### src/rtl/sla_pkg.sv
package sla_pkg;
    localparam int ENG_N = 3;
    localparam int IDX_W = (ENG_N > 1) ? $clog2(ENG_N) : 1;

    typedef logic [ENG_N-1:0] eng_vec_t;
    typedef logic [IDX_W-1:0] eng_idx_t;

    typedef struct packed {
        logic     held;
        eng_idx_t who;
    } own_t;

    typedef enum logic [1:0] {
        ACT_KEEP = 2'd0,
        ACT_TAKE = 2'd1,
        ACT_DROP = 2'd2,
        ACT_WIPE = 2'd3
    } own_act_e;

    localparam own_t OWN_FREE = '{held: 1'b0, who: '0};

    function automatic own_act_e choose_act(
        input logic     wipe,
        input logic     frozen,
        input own_t     cur,
        input eng_vec_t req,
        input logic     any_req
    );
        if (wipe)
            return ACT_WIPE;
        if (frozen)
            return ACT_KEEP;
        if (cur.held)
            return req[cur.who] ? ACT_KEEP : ACT_DROP;
        return any_req ? ACT_TAKE : ACT_KEEP;
    endfunction
endpackage

### src/rtl/sla_prio_pick.sv
module sla_prio_pick
    import sla_pkg::*;
(
    input  eng_vec_t req,
    output logic     any,
    output eng_idx_t idx
);
    logic [ENG_N:0] seen;
    eng_vec_t       first;

    assign seen[0] = 1'b0;
    for (genvar i = 0; i < ENG_N; i++) begin : g_chain
        assign first[i]    = req[i] & ~seen[i];
        assign seen[i + 1] = seen[i] | req[i];
    end

    assign any = seen[ENG_N];

    always_comb begin
        idx = '0;
        for (int i = 0; i < ENG_N; i++) begin
            if (first[i])
                idx = eng_idx_t'(i);
        end
    end
endmodule

### src/rtl/sla_owner_reg.sv
module sla_owner_reg
    import sla_pkg::*;
(
    input  logic     clk,
    input  logic     rst,
    input  own_act_e act,
    input  eng_idx_t take_idx,
    output own_t     own
);
    always_ff @(posedge clk) begin
        if (rst) begin
            own <= OWN_FREE;
        end else begin
            case (act)
                ACT_TAKE: own <= '{held: 1'b1, who: take_idx};
                ACT_DROP: own <= OWN_FREE;
                ACT_WIPE: own <= OWN_FREE;
                default:  own <= own;
            endcase
        end
    end

    assert_take_only_free_R2: assert property (@(posedge clk) disable iff (rst)
        (act == ACT_TAKE) |-> !own.held);

    assert_take_lands_R2: assert property (@(posedge clk) disable iff (rst)
        (act == ACT_TAKE) |=> (own.held && own.who == $past(take_idx)));

    assert_wipe_frees_R9: assert property (@(posedge clk) disable iff (rst)
        (act == ACT_WIPE) |=> !own.held);

    assert_owner_range_R10: assert property (@(posedge clk) disable iff (rst)
        own.held |-> (int'(own.who) < ENG_N));
endmodule

### src/rtl/sla_ack_bank.sv
module sla_ack_bank
    import sla_pkg::*;
(
    input  logic     clk,
    input  logic     rst,
    input  eng_vec_t force_vec,
    output eng_vec_t ack
);
    for (genvar i = 0; i < ENG_N; i++) begin : g_ack
        always_ff @(posedge clk) begin
            if (rst)
                ack[i] <= 1'b0;
            else
                ack[i] <= force_vec[i];
        end

        assert_ack_rise_R8: assert property (@(posedge clk) disable iff (rst)
            force_vec[i] |=> ack[i]);

        assert_ack_fall_R8: assert property (@(posedge clk) disable iff (rst)
            !force_vec[i] |=> !ack[i]);
    end
endmodule

### src/rtl/shared_lock_arbiter.sv
module shared_lock_arbiter
    import sla_pkg::*;
(
    input  logic       clk,
    input  logic       rst,
    input  logic       unit_rst,
    input  logic [2:0] lock_req,
    input  logic [2:0] force_lock,
    output logic [2:0] lock_ack,
    output logic [2:0] in_use
);
    own_t     own;
    own_act_e act;
    logic     any_req;
    eng_idx_t pick_idx;
    logic     frozen;

    assign frozen = |force_lock;

    sla_prio_pick u_pick (
        .req (lock_req),
        .any (any_req),
        .idx (pick_idx)
    );

    always_comb begin
        act = choose_act(unit_rst, frozen, own, lock_req, any_req);
    end

    sla_owner_reg u_owner (
        .clk      (clk),
        .rst      (rst),
        .act      (act),
        .take_idx (pick_idx),
        .own      (own)
    );

    sla_ack_bank u_ack (
        .clk       (clk),
        .rst       (rst),
        .force_vec (force_lock),
        .ack       (lock_ack)
    );

    for (genvar i = 0; i < ENG_N; i++) begin : g_use
        assign in_use[i] = own.held && (own.who == eng_idx_t'(i));
    end

    assert_use_onehot_R10: assert property (@(posedge clk) disable iff (rst)
        $onehot0(in_use));

    assert_owner_keeps_R4: assert property (@(posedge clk) disable iff (rst)
        (|(in_use & lock_req)) && !unit_rst |=> $stable(in_use));

    assert_freeze_locked_R6: assert property (@(posedge clk) disable iff (rst)
        frozen && !unit_rst |=> $stable(in_use));

    assert_freeze_free_R7: assert property (@(posedge clk) disable iff (rst)
        frozen && !unit_rst && (in_use == 3'b000) |=> (in_use == 3'b000));

    assert_top_prio_R3: assert property (@(posedge clk) disable iff (rst)
        !frozen && !unit_rst && (in_use == 3'b000) && lock_req[0] |=> in_use[0]);

    assert_release_R5: assert property (@(posedge clk) disable iff (rst)
        !frozen && !unit_rst && (|in_use) && !(|(in_use & lock_req)) |=> (in_use == 3'b000));

    assert_unit_reset_R9: assert property (@(posedge clk) disable iff (rst)
        unit_rst |=> (in_use == 3'b000));
endmodule

### config.mk
export PLATFORM = sky130hd
export DESIGN_NAME = shared_lock_arbiter
export DESIGN_NICKNAME = d
export VERILOG_FILES = /design/src/rtl/sla_pkg.sv /design/src/rtl/sla_prio_pick.sv /design/src/rtl/sla_owner_reg.sv /design/src/rtl/sla_ack_bank.sv /design/src/rtl/shared_lock_arbiter.sv
export SDC_FILE = /design/constraint.sdc
export NUM_CORES = 1
export LEC_CHECK = 0
export BUFFER_PORTS_ARGS = -buffer_cell sky130_fd_sc_hd__buf_2
export CAP_MARGIN = 20
export CELL_PAD_IN_SITES_DETAIL_PLACEMENT = 0
export CELL_PAD_IN_SITES_GLOBAL_PLACEMENT = 1
export CORE_AREA = 2 2 39 41
export CTS_BUF_LIST = sky130_fd_sc_hd__clkbuf_16
export DETAILED_ROUTE_END_ITERATION = 10
export DIE_AREA = 0 0 41 43
export PLACE_DENSITY = 0.62
export SYNTH_ARGS = -nofsm -noshare
export SYNTH_HDL_FRONTEND = slang
export SYNTH_SLANG_ARGS = --single-unit
### constraint.sdc
create_clock -name clk -period 1.35 [get_ports clk]
set_input_delay 0 -clock clk [delete_from_list [all_inputs] [get_ports clk]]
set_output_delay 0 -clock clk [all_outputs]
set_load 0.05 [all_outputs]
Yosys cells after proc, flatten, opt, wreduce, memory -nomap -nowiden --
Cells that the tools add are included.
Cells by class: add/sub/neg operators 0, $mul 0, divide/modulo/power cells 0, order comparisons 1, eq/ne operators 5, shifts and indexed selects 0, mux-type cells 19, bitwise operators 6, reduce and logical (&&, ||, !) cells 7
Operator list (number):
- 2-bit 2-to-1 mux | 8
- 1-bit 2-to-1 mux | 9
- 2-bit == test (second input constant) | 3
- 3-bit one-hot mux with 2 select lines | 1
- 2-bit by 1-bit == test with 1-bit output (second input constant) | 2
- 1-bit logical AND | 3
- 2-bit by 3-bit < comparator with 1-bit output (second input constant) | 1
- 3-bit OR reduction | 1
- 1-bit AND | 2
- 1-bit binary-select mux with 2-bit select | 1
- 2-bit zero test | 1
- 1-bit inverter | 2
- 1-bit OR | 2
- 2-bit nonzero test | 1
- 2-bit OR reduction | 1
Word-level totals: register bits 6, bits in latches 0, memory bits (writable) 0, ROM bits 0, input bits 9, output and inout bits 6, memories 0

Longest topological paths before layout --
Gate-level depths: netlist (run 1).
depth in word-level cells 11, depth in mapped cells 3

By module --
From an unflattened synthesis (run 1), not the netlist that was laid out.
Second synthesis, totals: cell total of the unflattened synthesis 30, area, all modules 276.5 µm²
Modules (own cells, without submodules):
- sla_owner_reg | times used 1, cells an instance 9, area each 98.8 µm²
- sla_ack_bank | times used 1, cells an instance 6, area each 78.8 µm²
- shared_lock_arbiter | times used 1, cells an instance 12, area each 76.3 µm²
- sla_prio_pick | times used 1, cells an instance 3, area each 22.5 µm²

Least setup slack after synthesis (run 1) --
No wires, ideal clock.
path type register to output, from register, netlist name u_owner.own[2], to output port in_use[0], data arrival time 1575 ps, path slack -225 ps, stages on the path, launching flop included 2, buffers on the path 0, cells stage by stage dfxtp_1 nor3b_1
On the way: cells in the longest elaborated chain, start to end 1
Ends and longest elaborated chain:
- 1-bit logical AND | line shared_lock_arbiter.sv:46 | assign in_use[i] = own.held && (own.who == eng_idx_t'(i));
- end: declaration | line shared_lock_arbiter.sv:10 | output logic [2:0] in_use
Every way passes these cells.

Worst setup path after layout (run 1) --
from register, netlist name u_owner.own[2], to output port in_use[2]
On the way: cells in the longest elaborated chain, start to end 1
Ends and longest elaborated chain (line):
- 1-bit logical AND | shared_lock_arbiter.sv:46
Every way passes these cells.

==> results of run 1 <==
repair_timing:
item,CTS,global route
endpoints found under the hold margin,2,0
hold buffers,1,0
setup buffers,0,0
Yosys cell counts:
| master | count | area share |
|---|---|---|
| nand3b_1 | 1 | 0.025 |
| or3_1 | 2 | 0.042 |
| a21oi_1 | 2 | 0.034 |
| mux2i_1 | 1 | 0.034 |
| nand3_1 | 1 | 0.017 |
| and3b_1 | 2 | 0.059 |
| nor3_1 | 1 | 0.017 |
| nor3b_1 | 1 | 0.025 |
| nor2b_1 | 3 | 0.063 |
| nor3_2 | 1 | 0.034 |
| o21ai_1 | 1 | 0.017 |
| nor2_1 | 3 | 0.038 |
| a2111oi_2 | 1 | 0.050 |
| o2111a_1 | 1 | 0.038 |
| nor4_2 | 1 | 0.042 |
| o31ai_1 | 1 | 0.025 |
| nand2_1 | 1 | 0.013 |
| o211ai_1 | 1 | 0.025 |
| dfxtp_1 | 6 | 0.40 |
sequential cells by signal, summed over array words and instances, names as in the netlist:
register and count:
u_owner.own 3, u_ack.ack 3
area by class of cell:
type	instances	area (um^2)
sequential	6	120
multi-input combinational	25	183
clock buffer	3	75.1
tap	16	20.0
timing repair buffer	15	80.1
fill	152	906
path summary, 6_finish.rpt:
kind	startpoint	to	slack (ps)
setup / recovery	u_owner.own[2]	in_use[2]	200
setup reg to reg	u_owner.own[0]	u_owner.own[0]	260
hold reg to reg	u_owner.own[1]	u_owner.own[1]	570
hold / removal	force_lock[0]	u_ack.ack[0]	30
power breakdown:
part | switching [mW] | leakage [nW] | internal (mW)
Clock | 0.0908 | 0.0370 | 0.379
Sequential | 0.00300 | 0.0492 | 0.184
Combinational | 0.0423 | 0.122 | 0.0229
per-layer routing:
metal / wire length [um] / part of all wire
met5: 0 / 0
met4: 19 / 0.029
met1: 346 / 0.52
met2: 245 / 0.37
met3: 50 / 0.076
logic make-up after synthesis:
family	Yosys count
multiplexers	1
flip-flops	6
AND/OR/NAND/NOR	17
AO/OA/AOI/OAI	7
==> flow_metrics.tcl, run 1 <==
set metrics [dict create \
    status "finished, final reports clean" \
    synth-xor-area-share 0 \
    slew_viol_final 0 \
    hold_viol 0 \
    antenna_found_initial 0 \
    worstMarginPinSlew_ps 313 \
    syn-num-nets 40 \
    synth_cell_types 19 \
    arrival_ps 1150 \
    place_inst 61 \
    total_power_mw 0.723 \
    hold_path_class "in2reg" \
    grt-ovfl-total 0 \
    crit_path_start_kind "register" \
    place_congestion 0.719 \
    grtUsageMet2 0.109 \
    layout_common_cells "14 x buf_2, 6 x dfxtp_1, 3 x nor2_1, 3 x nor2b_1, 3 x clkbuf_16" \
    grtUsageMet1 0.129 \
    synth_compound_area_frac 0.189 \
    crit_cells 2 \
    worstPathRequired_ps 1350 \
    power_density_nw_per_um2 1510 \
    wire_per_inst_um 10.2 \
    final_util 0.345 \
    post-place-ws_ps 266 \
    stdcell_area_um2 478 \
    antenna_cells 0 \
    fin_tns_setup_ps 0 \
    worst_hold_path.num_cells 2 \
    clk_pin_slew_ps 30 \
    yosys.area_share.simple 0.374 \
    clk_latency_ps 220 \
    syn-cell-area_um2 298 \
    max_freq_mhz 869 \
    vias_per_cell 4.68 \
    finalWorstSetupSlack_ps 200 \
    crit_path_max_incr_delay_ps 440 \
    clock_path_buffers 2 \
    nNetsFinal 60 \
    htreeDepth 1 \
    drt-initial-drc-count 5 \
    final_cells 65 \
    synthCells 31 \
    path_max_fanout 8 \
    rsz0062_at_grt "false" \
    syn_avg_cell_area_um2 9.61 \
    cts_root_buf "clkbuf_16" \
    grt_max_degree 9 \
    period_share 0.852 \
    syn_to_final_growth_pct 60.5 \
    critical-path-top-delay-family "flip-flops" \
    drive_gt1_frac 0.429 \
    die_area_um2 1760 \
    io_buffers 14 \
    max_cap_viol_count 0 \
    path_cells "and3b_1 > buf_2" \
    worst-r2r-cell-count 3 \
    cts_buffers 3 \
    slowest_stage "dfxtp_1" \
    p_leak_nw 0.208 \
    ys_ff_latch 6 \
    synth_mux_area_frac 0.0336 \
    tritoncts "done" \
    drt_wl_total_um 661 \
    setup_viol 0 \
    drtPass1Iterations 2 \
    synthAdderAreaFrac 0 \
    grt_pass1_wl_mm 1.09 \
    cp_num_buf_inv 1 \
    synth.yosys.seq_area_share 0.403 \
    fp.dieH_um 43 \
    vdd.ir_drop.worst_mv 0.917 \
    final_common_cell "buf_2" \
    start_util 0.215 \
    dpl_cell_area_um2 393 \
    row_count 14 \
    synth_top_family_by_area "simple AND/OR/NAND/NOR gates" \
    fin_worst_skew_ps 1.71 \
    ctsResizeCount 0 \
    endpoint_kind "output port" \
    drc 0 \
    fin_crit_ps 1150 \
    die_x_um 41 \
    drtAntennaViolNets 0 \
    core_um2 1380 \
    vias 304 \
    gr-usage-met3 0.0366 \
    top_usage_layer "met1" \
    clock_sinks 6 \
    fin_hold_ws_ps 28.6 \
    slew_headroom 0.790 \
    synth_warnings 0 \
    pin_count 15 \
    grt.total_usage 0.0945 \
    critPathKind "reg2out" \
    grt_pass1_vias 259 \
]
Note: power is estimated with default switching activity, not from simulation.
==> run 2: changes to the inputs <==
- BUFFER_PORTS_ARGS: -buffer_cell sky130_fd_sc_hd__buf_2 -> -buffer_cell sky130_fd_sc_hd__clkbuf_2
==> run 2 against run 1 <==
Net effect:
- the flow now finishes with violations (hold timing)
- clock skew decreased by 1.6 ps
- design area decreased by 2.1%
- sequential cell count unchanged
- critical path type unchanged
- largest cell class unchanged
==> flow_metrics.tcl, run 2 (synthesized netlist as in run 1, its figures left out) <==
set metrics [dict create \
    worstPathRequired_ps 1350 \
    fin_worst_skew_ps 0.0908 \
    path_cells "and3b_1 > clkbuf_2" \
    slew_viol_final 0 \
    grt_max_degree 9 \
    vias_per_cell 4.91 \
    clock_path_buffers 2 \
    tritoncts "done" \
    drtPass1Iterations 4 \
    path_max_fanout 8 \
    die_x_um 41 \
    nNetsFinal 59 \
    drtAntennaViolNets 0 \
    hold_viol 1 \
    worst_hold_path.num_cells 2 \
    period_share 0.857 \
    grt_pass1_vias 277 \
    worstMarginPinSlew_ps 294 \
    clk_pin_slew_ps 30 \
    slowest_stage "dfxtp_1" \
    rr_endpoint "u_owner.own[0]" \
    cts_buffers 3 \
    vias 314 \
    violations "hold timing" \
    power_density_nw_per_um2 1550 \
    drc 0 \
    slew_headroom 0.803 \
    pin_count 15 \
    vdd.ir_drop.worst_mv 0.593 \
    endpoint_kind "output port" \
    wire_per_inst_um 10.6 \
    setup_viol 0 \
    post_cts_buffers 0 \
    p_leak_nw 0.201 \
    critPathKind "reg2out" \
    rsz0062_at_grt "false" \
    hold_buffers 0 \
    core_um2 1380 \
    clk_latency_ps 230 \
    fin_crit_ps 1160 \
    io_buffers 14 \
    grt.total_usage 0.0948 \
    cp_num_buf_inv 1 \
    r2r_slack_ps 250 \
    top_regs "u_ack.ack (3), u_owner.own (3)" \
    cts_root_buf "clkbuf_16" \
    fin_hold_ws_ps -1.04 \
    syn_to_final_growth_pct 57.1 \
    grt-ovfl-total 0 \
    max_cap_viol_count 0 \
    fin_tns_setup_ps 0 \
    drive_gt1_frac 0.438 \
    start_util 0.215 \
    drt-initial-drc-count 6 \
    status "finished with violations" \
    min_from "unit_rst" \
    max_freq_mhz 865 \
    post-place-ws_ps 249 \
    crit_path_start_kind "register" \
    layout_common_cells "14 x clkbuf_2, 6 x dfxtp_1, 3 x nor2_1, 3 x nor2b_1, 3 x clkbuf_16" \
    drt_wl_total_um 679 \
    clock_sinks 6 \
    finalWorstSetupSlack_ps 194 \
    row_count 14 \
    ctsResizeCount 0 \
    antenna_cells 0 \
    grt_pass1_wl_mm 1.09 \
    min_to "u_owner.own[2]" \
    die_area_um2 1760 \
    worst-r2r-cell-count 3 \
    arrival_ps 1160 \
    final_common_cell "clkbuf_2" \
    htreeDepth 1 \
    crit_path_max_incr_delay_ps 430 \
    fp.dieH_um 43 \
    place_congestion 0.701 \
    antenna_found_initial 0 \
    critical-path-top-delay-family "flip-flops" \
    hold_path_class "in2reg" \
    r2r-start "u_owner.own[0]" \
    total_power_mw 0.727 \
]
run 2: through the flow:
| stage | util | instances | instance area [um^2] |
|---|---|---|---|
| 2_1_floorplan | - | 31 | 303 |
| 3_3_place_gp | 0.284 | 61 | 393 |
| 3_5_place_dp | 0.284 | 61 | 393 |
| 4_1_cts | 0.338 | 64 | 468 |
| 5_1_grt | 0.338 | 64 | 468 |
| 6_report | 0.338 | 64 | 468 |
run 2: area by class of cell:
cell class                 count  area, um^2
fill                         141         916
multi-input combinational     25         183
sequential                     6         120
clock buffer                   3        75.1
timing repair buffer          14        70.1
tap                           16        20.0
run 2: report_power, final:
part           internal (mW)  switching, mW
clock                  0.380         0.0979
combinational         0.0207         0.0418
sequential             0.184        0.00290
run 2: worst max path at each step:
stage,from,to,cells past startpoint
2_1_floorplan,u_owner.own[2],u_owner.own[1],3
3_3_place_gp,u_owner.own[0],u_owner.own[0],3
3_5_place_dp,u_owner.own[0],u_owner.own[0],3
4_1_cts,u_owner.own[2],in_use[2],2
5_1_grt,u_owner.own[2],in_use[0],2
6_report,u_owner.own[2],in_use[2],2
run 2: per-layer routing:
metal,wire length [um],vias up,GRT usage
met3,91,2,0.0209
met1,287,140,0.111
li1,-,155,-
met5,0,-,0
met2,272,17,0.128
met4,27,0,0.100
